--- src/rtl/pll_search_pkg.sv ---
package pll_search_pkg;

    typedef enum logic [3:0] {
        S_IDLE,
        S_CLAMP,
        S_P_CHECK,
        S_M_CHECK,
        S_N_DIV,
        S_N_CHECK,
        S_F_DIV,
        S_COMPARE,
        S_FINISH
    } search_state_t;

endpackage

--- src/rtl/pll_div_seq.sv ---
module pll_div_seq #(
    parameter int unsigned W = 28
) (
    input  logic         clk,
    input  logic         rst_n,
    input  logic         start,
    input  logic [W-1:0] dividend,
    input  logic [W-1:0] divisor,
    output logic         done,
    output logic [W-1:0] quotient
);

    localparam int unsigned CW = $clog2(W + 1);

    logic [W-1:0]  acc;
    logic [W-1:0]  quo;
    logic [W-1:0]  dvs;
    logic [W-1:0]  dvd_q;
    logic [CW-1:0] cnt;
    logic          run;
    logic [W:0]    shifted;
    logic [W:0]    diff;
    logic          fits;

    always_comb begin
        shifted = {acc, quo[W-1]};
        fits    = shifted >= {1'b0, dvs};
        diff    = shifted - {1'b0, dvs};
    end

    always_ff @(posedge clk or negedge rst_n) begin
        if (!rst_n) begin
            acc   <= '0;
            quo   <= '0;
            dvs   <= '0;
            dvd_q <= '0;
            cnt   <= '0;
            run   <= 1'b0;
            done  <= 1'b0;
        end else if (start) begin
            acc   <= '0;
            quo   <= dividend;
            dvs   <= divisor;
            dvd_q <= dividend;
            cnt   <= CW'(W);
            run   <= 1'b1;
            done  <= 1'b0;
        end else if (run) begin
            acc  <= fits ? diff[W-1:0] : shifted[W-1:0];
            quo  <= {quo[W-2:0], fits};
            cnt  <= cnt - 1'b1;
            run  <= (cnt != CW'(1));
            done <= (cnt == CW'(1));
        end else begin
            done <= 1'b0;
        end
    end

    assign quotient = quo;

    // every quotient satisfies q*d + r == dividend with r < d
    assert_div_exact_R6: assert property (@(posedge clk) disable iff (!rst_n)
        done |-> (((2*W)'(quo) * (2*W)'(dvs) + (2*W)'(acc)) == (2*W)'(dvd_q)) && (acc < dvs));

endmodule

--- src/rtl/pll_range_gate.sv ---
module pll_range_gate #(
    parameter int unsigned FREQ_W     = 20,
    parameter int unsigned FV_W       = 24,
    parameter int unsigned MW         = 4,
    parameter int unsigned PD_MIN_KHZ = 1000,
    parameter int unsigned PD_MAX_KHZ = 2000
) (
    input  logic [FV_W-1:0]   fvco,
    input  logic [FREQ_W-1:0] vco_min,
    input  logic [FREQ_W-1:0] vco_max,
    input  logic [FREQ_W-1:0] fref,
    input  logic [MW-1:0]     m_val,
    output logic              p_ok,
    output logic              m_ok
);

    localparam int unsigned LW = FREQ_W + MW + 12;

    logic [LW-1:0] lo_lim;
    logic [LW-1:0] hi_lim;

    always_comb begin
        p_ok   = (fvco >= FV_W'(vco_min)) && (fvco <= FV_W'(vco_max));
        lo_lim = LW'(PD_MIN_KHZ) * LW'(m_val);
        hi_lim = LW'(PD_MAX_KHZ) * LW'(m_val);
        m_ok   = (LW'(fref) >= lo_lim) && (LW'(fref) <= hi_lim);
    end

endmodule

--- src/rtl/pll_search_engine.sv ---
module pll_search_engine
    import pll_search_pkg::*;
#(
    parameter int unsigned FREQ_W     = 20,
    parameter int unsigned PD_MIN_KHZ = 1000,
    parameter int unsigned PD_MAX_KHZ = 2000,
    parameter int unsigned M_FIRST    = 7,
    parameter int unsigned M_LAST     = 14,
    parameter int unsigned P_EXP_MAX  = 4,
    parameter int unsigned N_MAX      = 255
) (
    input  logic              clk,
    input  logic              rst_n,
    input  logic              start,
    input  logic [FREQ_W-1:0] req_khz,
    input  logic [FREQ_W-1:0] fref_khz,
    input  logic [FREQ_W-1:0] vco_min_khz,
    input  logic [FREQ_W-1:0] vco_max_khz,
    input  logic [FREQ_W-1:0] fout_max_khz,
    output logic              busy,
    output logic              done,
    output logic              no_solution,
    output logic [7:0]        m_out,
    output logic [7:0]        n_out,
    output logic [2:0]        p_code,
    output logic [23:0]       pll_word,
    output logic [FREQ_W:0]   fout_khz
);

    localparam int unsigned FV_W  = FREQ_W + P_EXP_MAX;
    localparam int unsigned MW    = $clog2(M_LAST + 2);
    localparam int unsigned PW    = $clog2(P_EXP_MAX + 2);
    localparam int unsigned AW    = FREQ_W + 1;
    localparam int unsigned DIV_A = FV_W + MW;
    localparam int unsigned DIV_B = FREQ_W + 8;
    localparam int unsigned DIV_W = (DIV_A > DIV_B) ? DIV_A : DIV_B;

    search_state_t state, state_nx;

    logic [FREQ_W-1:0] req_q, fref_q, vmin_q, vmax_q, fmax_q;
    logic [PW-1:0]     p_exp;
    logic [MW-1:0]     m_cur;
    logic [DIV_W-1:0]  n_full;
    logic [AW-1:0]     ach;
    logic [MW-1:0]     best_m;
    logic [7:0]        best_n;
    logic [PW-1:0]     best_p;
    logic [AW-1:0]     best_f, best_err;
    logic              best_valid;

    logic [FV_W-1:0]   fvco;
    logic              p_ok, m_ok;
    logic              p_end, m_end, n_bad;
    logic [FREQ_W-1:0] clamp_lo, req_lo, req_cl;
    logic [AW-1:0]     err;
    logic [DIV_W-1:0]  dsum;
    logic              div_start, div_done;
    logic [DIV_W-1:0]  div_a, div_b, div_q;

    assign fvco  = FV_W'(req_q) << p_exp;
    assign p_end = p_exp > PW'(P_EXP_MAX);
    assign m_end = m_cur > MW'(M_LAST);
    assign n_bad = (n_full == '0) || (n_full > DIV_W'(N_MAX));
    assign dsum  = DIV_W'(m_cur) << p_exp;
    assign err   = (ach > AW'(req_q)) ? (ach - AW'(req_q)) : (AW'(req_q) - ach);

    always_comb begin
        clamp_lo = vmin_q >> P_EXP_MAX;
        req_lo   = (req_q < clamp_lo) ? clamp_lo : req_q;
        req_cl   = (req_lo > fmax_q) ? fmax_q : req_lo;
    end

    pll_range_gate #(
        .FREQ_W(FREQ_W), .FV_W(FV_W), .MW(MW),
        .PD_MIN_KHZ(PD_MIN_KHZ), .PD_MAX_KHZ(PD_MAX_KHZ)
    ) u_gate (
        .fvco(fvco), .vco_min(vmin_q), .vco_max(vmax_q),
        .fref(fref_q), .m_val(m_cur), .p_ok(p_ok), .m_ok(m_ok)
    );

    pll_div_seq #(.W(DIV_W)) u_div (
        .clk(clk), .rst_n(rst_n), .start(div_start),
        .dividend(div_a), .divisor(div_b),
        .done(div_done), .quotient(div_q)
    );

    // state register
    always_ff @(posedge clk or negedge rst_n) begin
        if (!rst_n) state <= S_IDLE;
        else        state <= state_nx;
    end

    // next state
    always_comb begin
        state_nx = state;
        unique case (state)
            S_IDLE:    if (start) state_nx = S_CLAMP;
            S_CLAMP:   state_nx = S_P_CHECK;
            S_P_CHECK: begin
                if (p_end)     state_nx = S_FINISH;
                else if (p_ok) state_nx = S_M_CHECK;
            end
            S_M_CHECK: begin
                if (m_end)     state_nx = S_P_CHECK;
                else if (m_ok) state_nx = S_N_DIV;
            end
            S_N_DIV:   if (div_done) state_nx = S_N_CHECK;
            S_N_CHECK: state_nx = n_bad ? S_M_CHECK : S_F_DIV;
            S_F_DIV:   if (div_done) state_nx = S_COMPARE;
            S_COMPARE: state_nx = S_M_CHECK;
            S_FINISH:  state_nx = S_IDLE;
            default:   state_nx = S_IDLE;
        endcase
    end

    // outputs and divider launch
    always_comb begin
        busy      = (state != S_IDLE);
        done      = (state == S_FINISH);
        div_start = 1'b0;
        div_a     = DIV_W'(fvco) * DIV_W'(m_cur) + DIV_W'(fref_q >> 1);
        div_b     = DIV_W'(fref_q);
        if (state == S_M_CHECK && !m_end && m_ok) begin
            div_start = 1'b1;
        end else if (state == S_N_CHECK) begin
            div_start = !n_bad;
            div_a     = DIV_W'(fref_q) * DIV_W'(n_full[7:0]) + (dsum >> 1);
            div_b     = dsum;
        end
    end

    // datapath
    always_ff @(posedge clk or negedge rst_n) begin
        if (!rst_n) begin
            req_q <= '0; fref_q <= '0; vmin_q <= '0; vmax_q <= '0; fmax_q <= '0;
            p_exp <= '0; m_cur <= '0; n_full <= '0; ach <= '0;
            best_m <= '0; best_n <= '0; best_p <= '0; best_f <= '0; best_err <= '0;
            best_valid <= 1'b0;
            no_solution <= 1'b0;
            m_out <= '0; n_out <= '0; p_code <= '0; fout_khz <= '0;
        end else begin
            unique case (state)
                S_IDLE: if (start) begin
                    req_q      <= req_khz;
                    fref_q     <= fref_khz;
                    vmin_q     <= vco_min_khz;
                    vmax_q     <= vco_max_khz;
                    fmax_q     <= fout_max_khz;
                    best_valid <= 1'b0;
                end
                S_CLAMP: begin
                    req_q <= req_cl;
                    p_exp <= '0;
                end
                S_P_CHECK: begin
                    if (p_end) begin
                        no_solution <= !best_valid;
                        m_out       <= best_valid ? 8'(best_m) : 8'd0;
                        n_out       <= best_valid ? best_n : 8'd0;
                        p_code      <= best_valid ? 3'(best_p) : 3'd0;
                        fout_khz    <= best_valid ? best_f : '0;
                    end else if (p_ok) begin
                        m_cur <= MW'(M_FIRST);
                    end else begin
                        p_exp <= p_exp + 1'b1;
                    end
                end
                S_M_CHECK: begin
                    if (m_end)      p_exp <= p_exp + 1'b1;
                    else if (!m_ok) m_cur <= m_cur + 1'b1;
                end
                S_N_DIV:   if (div_done) n_full <= div_q;
                S_N_CHECK: if (n_bad) m_cur <= m_cur + 1'b1;
                S_F_DIV:   if (div_done) ach <= div_q[AW-1:0];
                S_COMPARE: begin
                    if (!best_valid || err < best_err) begin
                        best_valid <= 1'b1;
                        best_err   <= err;
                        best_m     <= m_cur;
                        best_n     <= n_full[7:0];
                        best_p     <= p_exp;
                        best_f     <= ach;
                    end
                    m_cur <= m_cur + 1'b1;
                end
                S_FINISH: ;
                default: ;
            endcase
        end
    end

    assign pll_word = {5'd0, p_code, n_out, m_out};

    assert_done_pulse_R2: assert property (@(posedge clk) disable iff (!rst_n)
        done |=> !done);
    assert_start_busy_R2: assert property (@(posedge clk) disable iff (!rst_n)
        (!busy && start) |=> busy);
    assert_done_drops_busy_R2: assert property (@(posedge clk) disable iff (!rst_n)
        done |=> !busy);
    assert_sel_range_R5: assert property (@(posedge clk) disable iff (!rst_n)
        (done && !no_solution) |-> (m_out >= 8'(M_FIRST)) && (m_out <= 8'(M_LAST)));
    assert_n_range_R6: assert property (@(posedge clk) disable iff (!rst_n)
        (done && !no_solution) |-> (n_out != 8'd0));
    assert_pcode_range_R8: assert property (@(posedge clk) disable iff (!rst_n)
        (done && !no_solution) |-> (p_code <= 3'(P_EXP_MAX)));
    assert_nosol_zero_R9: assert property (@(posedge clk) disable iff (!rst_n)
        (done && no_solution) |-> (pll_word == 24'd0) && (fout_khz == '0));
    assert_cand_gate_R5: assert property (@(posedge clk) disable iff (!rst_n)
        (state == S_N_DIV && $past(state) == S_M_CHECK) |->
        ($past(m_cur) >= MW'(M_FIRST)) && ($past(m_cur) <= MW'(M_LAST)));

endmodule

--- config.mk ---
export PLATFORM = sky130hd
export DESIGN_NAME = pll_search_engine
export DESIGN_NICKNAME = d
export VERILOG_FILES = /design/src/rtl/pll_search_pkg.sv /design/src/rtl/pll_div_seq.sv /design/src/rtl/pll_range_gate.sv /design/src/rtl/pll_search_engine.sv
export SDC_FILE = /design/constraint.sdc
export NUM_CORES = 1
export LEC_CHECK = 0
export BUFFER_PORTS_ARGS = -buffer_cell sky130_fd_sc_hd__buf_2
export CORE_ASPECT_RATIO = 0.8
export CORE_MARGIN = 2
export CORE_UTILIZATION = 45
export DETAILED_ROUTE_END_ITERATION = 8
export HOLD_SLACK_MARGIN = 0.03
export SETUP_SLACK_MARGIN = 0.05
export SLEW_MARGIN = 20
export SYNTH_ARGS = -nofsm -noshare
export SYNTH_HDL_FRONTEND = slang
export SYNTH_SLANG_ARGS = --single-unit
--- constraint.sdc ---
create_clock -name clk -period 7 [get_ports clk]
set_input_delay 1.4 -clock clk [delete_from_list [all_inputs] [get_ports clk]]
set_output_delay 1.4 -clock clk [all_outputs]
set_load 0.02 [all_outputs]
Word-level counts from Yosys, hierarchy flattened
Index checks and enable logic that the tools add are counted.

Add/subtract/negate cells: 8. $mul: 4. Div/mod/pow operators: 0. Order comparisons: 12. Equal/unequal tests: 23. Shift operators: 2. Mux-type cells: 48. Bitwise operators: 0. Reduce and logical (&&, ||, !) cells: 27.

Operators by type and width (number): two-way mux 28 bit (9); two-way mux 20 bit (3); two-way mux 4 bit (13); two-way mux 21 bit (2); case mux 20 bit (2 select lines) (1); case mux 4 bit (8 select lines) (1); greater-or-equal comparator 29 x 28 -> 1 bit (1); adder 28 x 19 -> 28 bit (1); adder 28 x 27 -> 28 bit (1); greater-than comparator 28 x 8 -> 1 bit (second input constant) (1); zero test 28 bit (1); multiplier 20 x 8 -> 28 bit (1); multiplier 24 x 4 -> 28 bit (1); << shifter 4 x 3 -> 28 bit (1); subtractor 28 bit (1); greater-or-equal comparator 24 x 20 -> 1 bit (1); <= comparator 24 x 20 -> 1 bit (1); << shifter 20 x 3 -> 24 bit (1); multiplier 7 x 4 -> 11 bit (first input constant) (2); greater-than comparator 21 x 20 -> 1 bit (1); < comparator 21 bit (1); subtractor 20 x 21 -> 21 bit (1); subtractor 21 x 20 -> 21 bit (1); greater-or-equal comparator 20 x 14 -> 1 bit (1); 36 further kinds (76).

Flip-flop bits (word level): 350. Bits in latches: 0. RAM bits: 0. Memory bits (read-only): 0. Bits of input ports: 103. Output and inout port bits: 67. Logic and storage cells: 151. Memories: 0.

Longest topological paths before layout
Gate-level depths: netlist of the first run.

Depth after elaboration: 6. Mapped depth: 28. Mapped depth without buffers: 25.

Hierarchy
Synthesis of the first run repeated with hierarchy kept, for this count alone.

Cells, all modules: 3610. Area total of the unflattened synthesis: 32207.1 µm².

By module, submodules not included: pll_search_engine (times used 1, cells each 2716, area an instance 24452.2 µm², sequential area each 6381.1 µm²); pll_div_seq (times used 1, cells each 638, area an instance 5736.8 µm², sequential area each 2277.2 µm²); pll_range_gate (times used 1, cells each 256, area an instance 2018.2 µm², sequential area each 0.0 µm²).

Least setup slack after synthesis of the first run
No wires, ideal clock.

Path type: reg-to-reg. Start point: register p_exp[0]. End point: register u_div.quo[25], in the netlist u_div.quotient[25]. Setup time: 0.127 ns. Data arrival time: 6.094 ns. Data required time: 6.873 ns. Path slack: 0.779 ns. Stages on the path, launching flop included: 26. Path buffers: 3. Period minus slack after synthesis: 6.221 ns. Cells stage by stage: dfrtp_1 buf_2 buf_2 buf_1 mux2_2 o21ai_0 inv_1 nand2_1 fa_1 inv_1 fa_1 inv_1 fa_1 fa_1 inv_1 ha_1 o21ai_0 a21oi_1 nor4b_1 o21ai_0 a211oi_1 o311a_1 nor2_1 xor2_1 a211oi_1 a21oi_1.

Cells in the longest elaborated chain, start to end: 6. Elaborated cells on any way between the ends: 8. Classes of those cells: add/sub: 2; mul: 1; shift: 2; mux: 3.

RTL lines: start, declared (RTL line pll_search_engine.sv:41) `logic [PW-1:0] p_exp;`; start signal, assigned (RTL line pll_search_engine.sv:165) `p_exp <= p_exp + 1'b1;`; start signal, assigned (RTL line pll_search_engine.sv:169) `if (m_end) p_exp <= p_exp + 1'b1;`; << shifter 20 x 3 -> 24 bit (RTL line pll_search_engine.sv:60) `assign fvco = FV_W'(req_q) << p_exp;`; multiplier 24 x 4 -> 28 bit (RTL line pll_search_engine.sv:121) `div_a = DIV_W'(fvco) * DIV_W'(m_cur) + DIV_W'(fref_q >> 1);`; adder 28 x 19 -> 28 bit (RTL line pll_search_engine.sv:121); two-way mux 28 bit (RTL line pll_search_engine.sv:125) `end else if (state == S_N_CHECK) begin`; two-way mux 28 bit (*) (RTL line pll_search_engine.sv:123) `if (state == S_M_CHECK && !m_end && m_ok) begin`; two-way mux 28 bit (*) (RTL line pll_div_seq.sv:40) `end else if (start) begin`; end signal, assigned (RTL line pll_div_seq.sv:42) `quo <= dividend;`; end signal, assigned (RTL line pll_div_seq.sv:50) `quo <= {quo[W-2:0], fits};`; end, declared (RTL line pll_div_seq.sv:16) `logic [W-1:0] quo;`.

Every way passes the cells marked *; elsewhere a longest branch is shown, timed or not. A chain may end at the register's enable or synchronous reset.

Worst setup path after layout of the first run
Start point: register p_exp[0]. End point: register u_div.quo[26], in the netlist u_div.quotient[26].

The elaborated chain is that of the path after synthesis.

==> key figures, run 1 <==
Run status
  • Status: complete, no violations

Clock network
  • H-tree Lvls: 2
  • CTS tree: yes
  • CTS Buffer Depth: 3
  • CTS resizes: 0
  • CTS Hold Bufs: 0
  • Post-CTS setup buffer count: 0
  • CTS Sinks: about 340
  • Clk slew on worst S/H paths: ~0.060 ns
  • CTS root buf: clkbuf_16
  • Num CTS Buffers: just over 40
  • Clock Latency Late Sink: 0.60 ns

Critical path
  • CP Capture Type: flip-flop
  • Worst path required time: 7.42 ns
  • R2R setup slack: 0.42 ns
  • Largest fanout on the critical path: 26
  • CP startpoint kind: flip-flop
  • Critical path data arrival time: 7.00 ns
  • Crit path kind: flip-flop to flip-flop

Power
  • Total power: 4.28 mW
  • Worst vdd rail ir drop: ~0.16 mV
  • Power Density: 126 mW/mm^2
  • Lkg Pwr: 16.5 nW

STA
  • Final hold viol count: 0
  • Worst slew pin tran: 0.997 ns
  • Crit path time final: 6.58 ns
  • Max Transition Viols Final: 0
  • Setup WS post-layout: roughly 0.42 ns
  • Fin crit share: 0.941
  • Worst Skew: 0.0402 ns
  • Rel. slew slack: 0.334
  • Worst hold margin: 0.461 ns
  • Setup_tns: 0 ns
  • Fmax: about 0.15 GHz
  • Final setup vio count: 0
  • RSZ-0062 raised after global routing: false

Routing
  • Met3 Routed Length: 6760 um
  • Post-DR wirelength/cell: 19.8 um
  • Routed Antenna Nets: 0
  • Detailed Route Iter0 Violations: about 1700
  • Via count: 23900
  • Met1 wire length: 43300 um
  • Final WL: 86900 um
  • Top sig layer: met4
  • Drt pass-1 iters: 8
  • Post-route DRC: 0
  • Met2 wire length: 35400 um
  • Vias per cell: 5.46

Yosys
  • FF+latch count, synth: between 300 and 400
  • Post-synth EDFFs: 0
  • Main flop type after synthesis: dfrtp_1
  • Synthesis warning total: 0
  • Cell taking the most area after synthesis: dfrtp_1
  • Post-synthesis sequential area ratio: 0.274
  • Avg Cell Area, Syn: 9.20 um^2
  • Most numerous cell in the Yosys netlist: inv_1
  • Area of the mapped netlist: 0.0309 mm^2
  • Cell variety after synth: 90
  • Synth top area cells: dfrtp_1 (27%), fa_1 (12%), ha_1 (12%)
  • Synth top area share: 0.274
  • Cells after synthesis: 3361
  • Synth async-reset ratio: 1.00
  • Top cells by count, synth: inv_1 (465), dfrtp_1 (338), nand2_1 (321)

Cells and area
  • Post-layout nets: between 4000 and 5000
  • Layout cell share with drive strength beyond 1: 0.147
  • Non-Filler Instances: 4381
  • Layout area overhead: 9.76%

Die
  • Initial core utilization: 0.457
  • CORE AREA: a little under 0.07 mm^2
  • DIE AREA: 0.0708 mm^2
  • Die Span X: between 200 and 300 um
  • Rows: 85
  • Top-level I/O count: 170
  • Die Y: around 240 um

Job
  • Max cap viols: 0

Placement
  • Final HPWL DP: 67600 um
  • Routability cong.: 0.947
  • Pre-CTS setup slack: 0.514 ns
  • Buffers on Ports: 156
  • Cell Count Post-Placement: 4307

Worst hold path
  • Min-delay worst type: flip-flop to flip-flop

Global route
  • Initial antenna violation count: 1
  • GRT Total Usage: 0.247
  • Vias in the first global route: 23700
  • First-pass GRT wire length: 138000 um
  • Overflow left after global routing: 0
  • Largest net degree at the start of global routing: 148
==> cell families (layout without fill, tap and decap cells) <==
kind of cell / Yosys count / after routing / share of synthesized area
AOI/OAI and AO/OA: 599 / 599 / 0.131
adders and majority gates: 487 / 487 / 0.243
buffers and inverters: 661 / 755 / 0.0863
xor gates and xnor gates: 94 / 94 / 0.0269
and+or+nand+nor: 915 / 915 / 0.140
other: 1 / 14 / 0.000121
DFF: 338 / 338 / 0.274
muxes: 266 / 266 / 0.0989
==> through the flow <==
stage	area (um^2)	utilization
floorplan	31000	-
global placement	32500	0.481
detailed placement	32500	0.481
CTS	33900	0.501
global route	33900	0.501
finish	33900	0.502
==> flip-flops by register name, indices dropped and copies added (netlist names), 5 cells and up <==
name and cells:
ach 21, best_err 21, best_f 21, best_n 8
fmax_q 20, fout_khz 21, fref_q 20, n_full 28
n_out 8, req_q 20, u_div.acc 28, u_div.cnt 5
u_div.dvs 20, u_div.quotient 28, vmax_q 20, vmin_q 20
==> final timing paths <==
kind,from,end,cells after the start
min reg2reg,fout_khz[7]$_DFFE_PN0P_,fout_khz[7]$_DFFE_PN0P_,2
min,fout_khz[7]$_DFFE_PN0P_,fout_khz[7]$_DFFE_PN0P_,2
min in group asynchronous,rst_n,vmin_q[16]$_DFFE_PN0P_,1
max reg2reg,p_exp[0]$_DFFE_PN0P_,u_div.quotient[26]$_DFFE_PN0P_,20
max in group asynchronous,rst_n,u_div.run$_DFF_PN0_,2
max,p_exp[0]$_DFFE_PN0P_,u_div.quotient[26]$_DFFE_PN0P_,20
==> layer usage <==
metal / up-vias / global-route usage
met5: - / 0
met4: 0 / 0.0470
met3: 96 / 0.0595
met2: 705 / 0.358
met1: 11700 / 0.374
li1: 11400 / -
==> critical path, stage by stage, from the launching register on <==
cell and delay [ns]:
dfrtp_1 0.52, buf_4 0.42, mux2i_1 0.62, nor2_1 0.11, a21oi_1 0.44, nor2_1 0.12, fa_1 0.49, fa_1 0.54
inv_1 0.06, fa_1 0.50, inv_1 0.05, ha_1 0.22, or2_2 0.30, nor3_1 0.23, o31ai_1 0.21, a211o_1 0.36
a21o_1 0.22, a221o_1 0.38, o31ai_1 0.25, xor2_1 0.20, o221ai_1 0.14
==> power by group <==
group | total (mW) | internal [mW] | switching (mW)
Sequential | 1.95 | 1.95 | 0
Combinational | 0.0780 | 0.0228 | 0.0551
Clock | 2.25 | 1.31 | 0.937
==> layout make-up <==
cell class / instances / area, um^2
timing repair buffer: 215 / 1270
tap: 913 / 1140
sequential: 338 / 8460
inverter: 467 / 1750
clock inverter: 17 / 230
multi-input combinational: 2374 / 19900
clock buffer: 56 / 1180
fill: 6472 / 33700
antenna: 1 / 2.50
==> layout by cell type (no fill, tap or decap), drive strengths merged, types with 21 or more instances in the layout <==
cell type,Yosys,final
nand4,30,30
clkbuf,120,56
nor3,45,45
fa,190,190
a21oi,173,173
nor4,23,23
nor2b,36,36
inv,465,469
o211ai,21,21
o21a,26,26
ha,296,296
a21o,66,66
nor2,206,206
nand2,322,322
dfrtp,338,338
buf,74,215
a211oi,56,56
mux2,168,168
mux2i,84,84
xnor2,63,63
xor2,31,31
o21ai,112,112
nand3,66,66
and2,118,118
Note: power is estimated with default switching activity, not from simulation.
==> run 2, diff against run 1 <==
==> constraint.sdc (replaced) <==
create_clock -name clk -period 6.08 [get_ports clk]
set_input_delay 1.216 -clock clk [delete_from_list [all_inputs] [get_ports clk]]
set_output_delay 1.216 -clock clk [all_outputs]
set_load 0.05 [all_outputs]
==> key figures, run 2 (synthesis gave the netlist of run 1 again) <==
STA
  • Final hold viol count: 0
  • Rel. slew slack: 0.307
  • Crit path time final: 5.79 ns
  • Fmax: 0.173 GHz
  • Setup_tns: 0 ns
  • RSZ-0062 raised after global routing: true
  • Final setup vio count: 0
  • Setup WS post-layout: 0.288 ns
  • Worst Skew: 0.0294 ns
  • Fin crit share: 0.953
  • Max Transition Viols Final: 0
  • Worst slew pin tran: 1.03 ns

Clock network
  • CTS Sinks: 338
  • CTS root buf: clkbuf_16
  • Clk slew on worst S/H paths: 0.06 ns
  • CTS Buffer Depth: 3
  • H-tree Lvls: 2
  • CTS tree: yes
  • Clock Latency Late Sink: 0.60 ns
  • Num CTS Buffers: 41

Worst hold path
  • Worst Hold Path EP: fout_khz[6]$_DFFE_PN0P_
  • Min-delay worst type: flip-flop to flip-flop
  • Hold Path Depth: 2
  • Hold path startpoint: fout_khz[6]$_DFFE_PN0P_

Die
  • Initial core utilization: 0.457
  • DIE AREA: 0.0708 mm^2
  • CORE AREA: roughly 0.068 mm^2
  • Rows: 85
  • Die Span X: approximately 300 um
  • Top-level I/O count: 170
  • Die Y: 238 um

Cells and area
  • Area of the multi-input gates: 0.0200 mm^2
  • Most frequent cells in the layout: inv_1 (465), dfrtp_1 (334), nand2_1 (320)
  • Final-layout fill cell count: 6431
  • Layout cell share with drive strength beyond 1: 0.173
  • Most common cell after layout, fill and taps aside: inv_1
  • Post-layout nets: 4102
  • Layout area overhead: 12.3%
  • FF+latch area: around 0.0085 mm^2

Routing
  • Drt pass-1 iters: 5
  • Final WL: 89300 um
  • Routed Antenna Nets: 0
  • Vias per cell: roughly 5.5
  • Post-DR wirelength/cell: 20.0 um
  • Detailed Route Iter0 Violations: 1991
  • Via count: 24400
  • Post-route DRC: 0

Global route
  • Overflow left after global routing: 0
  • Vias in the first global route: roughly 24000
  • Initial antenna violation count: 2
  • GRT Total Usage: 0.255
  • Largest net degree at the start of global routing: 124
  • First-pass GRT wire length: 141000 um

Critical path
  • CP Capture Type: flip-flop
  • RR Endpoint: u_div.quotient[17]$_DFFE_PN0P_
  • CP startpoint kind: flip-flop
  • RR Startpoint: p_exp[0]$_DFFE_PN0P_
  • Largest fanout on the critical path: 7
  • R2R setup slack: 0.29 ns
  • Critical path data arrival time: 6.26 ns
  • CP startpoint: p_exp[0]$_DFFE_PN0P_
  • Worst-case reg-to-reg path depth: 21
  • Crit path kind: flip-flop to flip-flop
  • Worst path required time: 6.55 ns

Power
  • Power Density: 141 mW/mm^2
  • Lkg Pwr: about 17 nW
  • Worst vdd rail ir drop: 0.210 mV

Placement
  • Final HPWL DP: 70100 um
  • Pre-CTS setup slack: 0.135 ns
  • Buffers on Ports: 156
  • Routability cong.: 0.965

Run status
  • Status: complete, no violations

Job
  • Max cap viols: 0
run 2: critical path: stages, from the launching register on:
cell and delay, ns:
dfrtp_2 0.43, buf_4 0.19, clkinv_1 0.16, buf_4 0.20
mux2i_1 0.32, mux2i_2 0.21, nor2_1 0.15, fa_1 0.46
fa_1 0.55, inv_1 0.05, fa_1 0.50, inv_1 0.04
ha_1 0.34, a21o_1 0.22, o311a_1 0.39, a21o_1 0.24
a41o_1 0.25, a21oi_1 0.17, xor2_1 0.34, nor2_1 0.10
a211oi_1 0.29, a21oi_1 0.07
run 2: area by class of cell:
type	count	share of cell area
multi-input cells	2374	0.576
diodes	2	0.000144
well taps	913	0.0329
clock buffers	53	0.0329
repair buffers	291	0.0572
inverters	467	0.0505
clock inverters	19	0.00681
flip-flops and latches	338	0.244
run 2: what timing repair did:
item,4_1_cts,5_1_grt
endpoints found under the hold margin,0,0
gates resized for setup,0,28
setup endpoints to repair,0,76
setup buffers,0,3
hold buffers,0,0
run 2: where the power goes:
group          switching (mW)  leakage (nW)  internal (mW)
combinational          0.0739          11.9         0.0268
sequential                  0          4.32           2.25
clock                    1.08         0.658           1.46
run 2: routing by layer:
layer	global-route usage	part of all wire
met1	0.394	0.49
met4	0.0432	0.014
met3	0.0585	0.081
met5	0.00612	0.00069
met2	0.364	0.41
run 2: per-stage QoR:
stage / total power, mW / std cells / hold slack, ns / instance area (um^2) / util
after floorplan: 2.32 / 3373 / 0.450 / 31000 / -
after detailed placement: 2.40 / 4379 / 0.451 / 33200 / 0.490
after global placement: 2.40 / 4379 / 0.445 / 33200 / 0.490
final: 4.89 / 4457 / 0.457 / 34700 / 0.513
after CTS: 4.95 / 4451 / 0.464 / 34500 / 0.511
after global routing: 5.05 / 4455 / 0.488 / 34700 / 0.513
run 2: worst max-delay path by stage:
stage	endpoint	slack, ns	cells past startpoint
finish	u_div.quotient[17]$_DFFE_PN0P_	0.29	21
global route	u_div.quotient[26]$_DFFE_PN0P_	0.04	21
CTS	u_div.quotient[27]$_DFFE_PN0P_	0.12	22
detailed placement	u_div.quotient[27]$_DFFE_PN0P_	0.14	22
global placement	u_div.quotient[27]$_DFFE_PN0P_	0.22	21
floorplan	u_div.quotient[25]$_DFFE_PN0P_	0.06	25
